==> src/rtl/adcsch_pkg.sv <==
package adcsch_pkg;
  localparam int NCHAN    = 4;
  localparam int NSLOT    = 8;
  localparam int DLY_W    = 11;
  localparam int LOOP_W   = 5;
  localparam int WORD_W   = 32;
  localparam int SEL_W    = $clog2(NCHAN);
  localparam int DLY_LSB  = 0;
  localparam int LOOP_LSB = DLY_LSB + DLY_W;
  localparam int RST_LSB  = LOOP_LSB + LOOP_W;
  localparam int KICK_BIT = RST_LSB + NCHAN;
  localparam int SLOT_LSB = 24;

  typedef struct packed {
    logic [NSLOT-1:0]  slots;
    logic [NCHAN-1:0]  restart;
    logic [LOOP_W-1:0] rounds;
    logic [DLY_W-1:0]  dly;
  } tmr_cfg_t;

  function automatic tmr_cfg_t word_to_cfg(input logic [WORD_W-1:0] w);
    tmr_cfg_t c;
    c.dly     = w[DLY_LSB  +: DLY_W];
    c.rounds  = w[LOOP_LSB +: LOOP_W];
    c.restart = w[RST_LSB  +: NCHAN];
    c.slots   = w[SLOT_LSB +: NSLOT];
    return c;
  endfunction

  function automatic logic word_kick(input logic [WORD_W-1:0] w);
    return w[KICK_BIT];
  endfunction

  // A count of 0 or 1 expires on the current tick.
  function automatic logic count_spent(input logic [DLY_W-1:0] c);
    return (c >> 1) == '0;
  endfunction

  function automatic logic [DLY_W-1:0] count_next(input logic [DLY_W-1:0] c);
    return c - 1'b1;
  endfunction

  function automatic logic [LOOP_W-1:0] rounds_next(input logic [LOOP_W-1:0] r);
    return r - 1'b1;
  endfunction
endpackage

==> src/rtl/adcsch_chan.sv <==
module adcsch_chan
  import adcsch_pkg::*;
(
  input  logic              clk,
  input  logic              rst_n,
  input  logic              tick,
  input  logic              wr_hit,
  input  logic [WORD_W-1:0] wr_word,
  input  logic              restart_in,
  output logic              expire,
  output logic              last_exp,
  output logic              running,
  output logic [NSLOT-1:0]  slot_fire,
  output logic [NCHAN-1:0]  restart_fire,
  output logic [DLY_W-1:0]  cnt_o
);
  tmr_cfg_t          cfg_q;
  logic              kick_q;
  logic [DLY_W-1:0]  cnt_q;
  logic [LOOP_W-1:0] left_q;

  assign expire       = kick_q && tick && count_spent(cnt_q);
  assign last_exp     = expire && (left_q == '0);
  assign running      = kick_q;
  assign slot_fire    = expire   ? cfg_q.slots   : '0;
  assign restart_fire = last_exp ? cfg_q.restart : '0;
  assign cnt_o        = cnt_q;

  always_ff @(posedge clk or negedge rst_n) begin
    if (!rst_n) begin
      cfg_q  <= '0;
      kick_q <= 1'b0;
      cnt_q  <= '0;
      left_q <= '0;
    end else if (wr_hit) begin
      cfg_q  <= word_to_cfg(wr_word);
      kick_q <= word_kick(wr_word);
      cnt_q  <= word_to_cfg(wr_word).dly;
      left_q <= word_to_cfg(wr_word).rounds;
    end else if (restart_in) begin
      kick_q <= 1'b1;
      cnt_q  <= cfg_q.dly;
      left_q <= cfg_q.rounds;
    end else if (expire) begin
      cnt_q <= cfg_q.dly;
      if (left_q == '0) kick_q <= 1'b0;
      else              left_q <= rounds_next(left_q);
    end else if (kick_q && tick) begin
      cnt_q <= count_next(cnt_q);
    end
  end
endmodule

==> src/rtl/adcsch_fanin.sv <==
module adcsch_fanin
  import adcsch_pkg::*;
#(
  parameter int NCH = NCHAN
) (
  input  logic [NCH*NSLOT-1:0] slot_bus,
  input  logic [NCH*NCH-1:0]   restart_bus,
  output logic [NSLOT-1:0]     slot_or,
  output logic [NCH-1:0]       restart_or
);
  always_comb begin
    slot_or    = '0;
    restart_or = '0;
    for (int i = 0; i < NCH; i++) begin
      slot_or    = slot_or    | slot_bus[i*NSLOT +: NSLOT];
      restart_or = restart_or | restart_bus[i*NCH +: NCH];
    end
  end
endmodule

==> src/rtl/adcsch_top.sv <==
module adcsch_top
  import adcsch_pkg::*;
(
  input  logic              clk,
  input  logic              rst_n,
  input  logic              tick,
  input  logic              wr_en,
  input  logic [SEL_W-1:0]  wr_sel,
  input  logic [WORD_W-1:0] wr_data,
  output logic [NSLOT-1:0]  slot_trig,
  output logic [NCHAN-1:0]  peer_trig
);
  logic [NCHAN-1:0]       expire_w;
  logic [NCHAN-1:0]       last_w;
  logic [NCHAN-1:0]       run_w;
  logic [NCHAN*NSLOT-1:0] slot_bus;
  logic [NCHAN*NCHAN-1:0] rst_bus;
  logic [NCHAN*DLY_W-1:0] cnt_bus;

  for (genvar g = 0; g < NCHAN; g++) begin : g_chan
    adcsch_chan u_chan (
      .clk          (clk),
      .rst_n        (rst_n),
      .tick         (tick),
      .wr_hit       (wr_en && (wr_sel == SEL_W'(g))),
      .wr_word      (wr_data),
      .restart_in   (peer_trig[g]),
      .expire       (expire_w[g]),
      .last_exp     (last_w[g]),
      .running      (run_w[g]),
      .slot_fire    (slot_bus[g*NSLOT +: NSLOT]),
      .restart_fire (rst_bus[g*NCHAN +: NCHAN]),
      .cnt_o        (cnt_bus[g*DLY_W +: DLY_W])
    );
  end

  adcsch_fanin #(.NCH(NCHAN)) u_fanin (
    .slot_bus    (slot_bus),
    .restart_bus (rst_bus),
    .slot_or     (slot_trig),
    .restart_or  (peer_trig)
  );
endmodule

==> config.mk <==
export PLATFORM = sky130hd
export DESIGN_NAME = adcsch_top
export DESIGN_NICKNAME = d
export VERILOG_FILES = /design/src/rtl/adcsch_pkg.sv /design/src/rtl/adcsch_chan.sv /design/src/rtl/adcsch_fanin.sv /design/src/rtl/adcsch_top.sv
export SDC_FILE = /design/constraint.sdc
export NUM_CORES = 1
export LEC_CHECK = 0
export BUFFER_PORTS_ARGS = -buffer_cell sky130_fd_sc_hd__buf_2
export CAP_MARGIN = 40
export CORE_MARGIN = 4
export CORE_UTILIZATION = 35
export CTS_BUF_LIST = sky130_fd_sc_hd__clkbuf_16
export DETAILED_ROUTE_END_ITERATION = 16
export PLACE_DENSITY = 0.47
export SYNTH_ARGS = -nofsm -noshare
export SYNTH_HDL_FRONTEND = slang
export SYNTH_HIERARCHICAL = 1
export SYNTH_SLANG_ARGS = --single-unit
export TNS_END_PERCENT = 50
==> constraint.sdc <==
create_clock -name clk -period 4.5 [get_ports clk]
set_input_delay 0.675 -clock clk [delete_from_list [all_inputs] [get_ports clk]]
set_output_delay 0.675 -clock clk [all_outputs]
set_load 0.05 [all_outputs]
Yosys cells after proc, flatten, opt, wreduce, memory -nomap -nowiden
Cells that the tools add are included.
{ "classes": {"addsub": 8, "bitwise": 6, "n_reduce_logical": 45, "mux": 56, "eq_ne": 7} }
{ "op_table": {"columns": ["op", "n"], "rows": [
  ["$mux 11", 16],
  ["$mux 5", 16],
  ["$logic_not 11->1", 4],
  ["$sub 11x1->11 const B", 4],
  ["$mux 8", 4],
  ["$or 8x8->8", 3],
  ["$reduce_bool 3->1", 8],
  ["$logic_not 5->1", 4],
  ["$sub 5x1->5 const B", 4],
  ["$logic_and 1x1->1", 16],
  ["$mux 1", 16],
  ["$mux 4", 4],
  ["$reduce_and 2->1", 8],
  ["$reduce_bool 4->1", 4],
  ["$ne 3x2->1 const B", 4],
  ["$or 4x4->4", 3],
  ["$eq 2x2->1 const B", 2],
  ["$eq 2x1->1 const B", 1],
  ["$logic_not 2->1", 1]
]} }
{ "word_totals": {"wordCells": 150, "ff_bits": 180, "inputBits": 38} }

Longest topological paths before layout
{ "logic_depth": {"ltp_word": 9, "ltp_mapped": 14, "ltp_nobuf": 10} }

Modules after synthesis
The synthesis kept the hierarchy.
{ "by_module_without_submodules": {"columns": ["mod", "n_inst", "area_per_inst_um2", "seq_area_each_um2", "cells_per_inst"], "rows": [
  ["adcsch_chan at g_chan[0].u_chan ...", 3, 2447.3, 1126.1, 240],
  ["adcsch_chan at g_chan[3].u_chan", 1, 2366.0, 1126.1, 232],
  ["adcsch_fanin", 1, 90.1, 0.0, 12],
  ["adcsch_top", 1, 37.5, 0.0, 4]
]} }

Worst setup path after synthesis
Ideal clock, no wire load.
{ "synth_path": {"path_type": "flip-flop to flip-flop", "start": "reg g_chan[3].u_chan.cnt_q[4]", "end": "reg g_chan[2].u_chan.left_q[0]", "path_stages_with_launch": 14, "path_buffers": 5, "required_ns": 4.370, "slack_ns": 0.825, "setup_time_ns": 0.130, "arrival_time_ns": 3.544, "cell_sequence": "dfrtp_1 -> or4_4 -> buf_6 -> or4_4 -> buf_6 -> inv_2 -> buf_4 -> and3_1 -> or4_1 -> clkbuf_1 -> clkbuf_1 -> a21oi_1 -> a21boi_0 -> nand3_1"} }
{ "synth_between": {"elab_chain_cells": 7} }
{ "synth_lines": {"columns": ["element", "line_no", "rtl"], "rows": [
  ["start, declared", "adcsch_chan.sv:19", "logic [DLY_W-1:0] cnt_q;"],
  ["start signal, assigned", "adcsch_chan.sv:38", "cnt_q <= word_to_cfg(wr_word).dly;"],
  ["start signal, assigned", "adcsch_chan.sv:42", "cnt_q <= cfg_q.dly;"],
  ["start signal, assigned", "adcsch_chan.sv:45", "cnt_q <= cfg_q.dly;"],
  ["$logic_not 11->1 (*)", "adcsch_pkg.sv:36", "return (c >> 1) == '0;"],
  ["$logic_and 1x1->1 (*)", "adcsch_chan.sv:22", "assign expire = kick_q && tick && count_spent(cnt_q);"],
  ["net expire_w[3]", "adcsch_top.sv:13", "logic [NCHAN-1:0] expire_w;"],
  ["$logic_and 1x1->1 (*)", "adcsch_chan.sv:23", "assign last_exp = expire && (left_q == '0);"],
  ["$mux 4 (*)", "adcsch_chan.sv:26", "assign restart_fire = last_exp ? cfg_q.restart : '0;"],
  ["net rst_bus[14]", "adcsch_top.sv:17", "logic [NCHAN*NCHAN-1:0] rst_bus;"],
  ["$or 4x4->4 (*)", "adcsch_fanin.sv:16", "restart_or = restart_or | restart_bus[i*NCH +: NCH];"],
  ["net peer_trig[2]", "adcsch_top.sv:11", "output logic [NCHAN-1:0] peer_trig"],
  ["$ne 3x2->1 (no source line) (tied with other cells)", null, null],
  ["$reduce_and 2->1 (no source line) or $mux 5 (tied branches)", null, null],
  ["end signal, assigned", "adcsch_chan.sv:39", "left_q <= word_to_cfg(wr_word).rounds;"],
  ["end signal, assigned", "adcsch_chan.sv:43", "left_q <= cfg_q.rounds;"],
  ["end signal, assigned", "adcsch_chan.sv:47", "else left_q <= rounds_next(left_q);"],
  ["end, declared", "adcsch_chan.sv:20", "logic [LOOP_W-1:0] left_q;"]
]} }
The timed path passes the listed nets; every way through them passes the cells marked *.
A chain may end at the register's enable or synchronous reset.

Final worst setup path
{ "layout_path": {"start": "reg g_chan[3].u_chan.cnt_q[4]", "end": "out peer_trig[2]"} }
{ "layout_between": {"elab_chain_cells": 5} }
{ "layout_lines": {"columns": ["element", "line_no"], "rows": [
  ["$logic_not 11->1", "adcsch_pkg.sv:36"],
  ["$logic_and 1x1->1", "adcsch_chan.sv:22"],
  ["net expire_w[3]", "adcsch_top.sv:13"],
  ["$logic_and 1x1->1", "adcsch_chan.sv:23"],
  ["$mux 4", "adcsch_chan.sv:26"],
  ["net rst_bus[14]", "adcsch_top.sv:17"],
  ["$or 4x4->4", "adcsch_fanin.sv:16"],
  ["end, declared", "adcsch_top.sv:11"]
]} }
The timed path passes the listed nets, and every way through them passes these cells.

==> metrics.yaml <==
layout:
  fillers: 2740
  nets: 1046
  syn2layout_area_growth_pct: 13.08
  diodes: 0
  layout-drive-gt1-share_pct: 23.62
critical_path:
  cp-end-kind: "primary output"
  critPathArrivalTime_ps: 3440
  worstPathRequired_ps: 3830
  slowest_stage: "or4_4"
  critPathMaxFanout: 14
  cpLargestDelayFamily: "simple AND/OR/NAND/NOR gates"
  r2r_setup_slack_ps: 890
  critPathLaunch: "g_chan[3].u_chan/cnt_o[4]"
  cp_common_cell: "or4_4"
  path_class: "flip-flop to primary output"
  r2r-start: "g_chan[3].u_chan/cnt_o[4]"
  start_kind: "flip-flop"
  critPathBufInv: 2
  cp_cell_sequence: "or4_4 > or4_4 > inv_2 > and3_1 > or4_1 > buf_2"
  cp_slowest_stage_delay_ps: 630
global_route:
  first_global_vias: 7477
  antenna_found_initial: 2
  grt_pass1_wl_mm: 43.46
  grt_max_degree: 97
  grt_overflow_total: 0
  grt_usage_pct: 17.84
logic_synthesis:
  synthesis.area_sq_um: 9821
  netlist_instances: 964
  avgSynthCellArea_sq_um: 10.19
  ys_warn_count: 6
  syn_nets: 1010
clock_tree:
  clock_sinks: 180
  cts_root_buf: "clkbuf_16"
  htreeDepth: 4
  clock_path_buffers: 2
  post_cts_resized: 0
  cts_buffers: 17
  post-cts-setup-buffers: 0
  tritoncts: "yes"
  cts.reportedPaths.clkPinSlew_ps: 80
  clk_latency_ps: 430
  cts_hold_buf: 0
die:
  num_io_pins: 50
  rows: 61
  die_area_sq_um: 30800
  fp.dieH_um: 175.5
  start_util_pct: 35.45
  core_area_sq_um: 27710
  die_x_um: 175.5
timing:
  finClkSkew_ps: 13.95
  tightestPinTransition_ps: 832.3
  maxSlewViolCount: 0
  fin_crit_sh_pct: 91.50
  period_needed_ps: 4117
  tns_ps: 0
  fmax_mhz: 242.9
  rsz0062_at_grt: "no"
  setup_viol: 0
  setup_ws_ps: 382.7
  slew_headroom_pct: 44.51
  hold_viol: 0
drt:
  route.met2.wl_mm: 12.04
  drt-wirelength-per-cell_um: 19.33
  drt-initial-drc-count: 508
  wl_met3_um: 882
  drt-total-wl_mm: 26.87
  drt.antenna.violating_nets: 0
  first_pass_iters: 5
  drc_errors: 0
  vias: 7518
  viasPerCell: 5.409
  drt-met1-wl_mm: 13.47
  top_layer_used: "met5"
placement:
  place_hpwl_mm: 17.70
  pre_cts_slack_ps: 653.8
  gp_congestion: 0.7750
  portBuffers: 46
worst_hold_path:
  hold_path.class: "input port to async pin"
status:
  status: "finished clean"
job:
  maxCapViolCount: 0
power:
  power.density_nw_per_um2: 494.6
  ir_worst_vdd_v: 0.0002436
  power_leakage_nw: 4.873
state kept, by name (all words and copies together) (netlist names):
name and count:
g_chan.u_chan/cfg_q 112, g_chan.u_chan/cnt_o 44, g_chan.u_chan/left_q 20, g_chan.u_chan/running 4
layer usage:
layer  vias to the layer above  track usage [%]
met5                         -                0
met4                         4            4.613
met3                        31            3.487
met2                       101            27.57
met1                      3772            25.82
li1                       3610                -
layout by cell type (no fill, tap or decap), drive strengths merged, types with 18 or more instances in the layout:
| cell type | instances |
|---|---|
| o21ai | 62 |
| a21oi | 64 |
| and2 | 35 |
| and3 | 30 |
| clkbuf | 18 |
| or4 | 22 |
| nand2 | 55 |
| dfrtp | 180 |
| mux2 | 92 |
| nor2 | 41 |
| mux2i | 25 |
| inv | 66 |
| buf | 74 |
area by class of cell:
cell class | count | area (sq um) | area share (%)
clock buffer | 17 | 425.4 | 3.831
clock inverter | 14 | 176.4 | 1.589
inverter | 59 | 221.5 | 1.994
multi-input combinational | 667 | 4843 | 43.61
sequential | 180 | 4504 | 40.56
tap | 378 | 473.0 | 4.259
timing repair buffer | 75 | 461.7 | 4.157
power by group:
group	total [W]	leakage [nW]	internal [W]	switching, W
combinational	0.00147	2.44	0.000725	0.000745
sequential	0.00244	2.15	0.00203	0.000409
clock	0.00158	0.290	0.000882	0.000698
stage by stage:
stage | hold slack (ps) | area (sq um) | total power [W] | util (%) | std cells
2_1_floorplan | 379.4 | 9821 | 0.003558 | - | 964
3_3_place_gp | 473.2 | 10490 | 0.003925 | 37.86 | 1356
3_5_place_dp | 474.2 | 10500 | 0.003942 | 37.91 | 1359
4_1_cts | 358.7 | 11110 | 0.005557 | 40.08 | 1390
5_1_grt | 391.3 | 11110 | 0.005890 | 40.08 | 1390
6_report | 293.3 | 11110 | 0.005493 | 40.08 | 1390
path summary, 6_finish.rpt:
check                                                   to  cells past startpoint
worst max-delay path                          peer_trig[2]                      6
worst min-delay path             g_chan[1].u_chan/cfg_q[1]                      1
worst min register to register   g_chan[1].u_chan/cfg_q[7]                      2
max in group asynchronous       g_chan[0].u_chan/cfg_q[14]                      2
worst max register to register   g_chan[2].u_chan/cnt_o[7]                     10
min in group clk                 g_chan[1].u_chan/cfg_q[7]                      2
(Power assumes the default switching activity.)
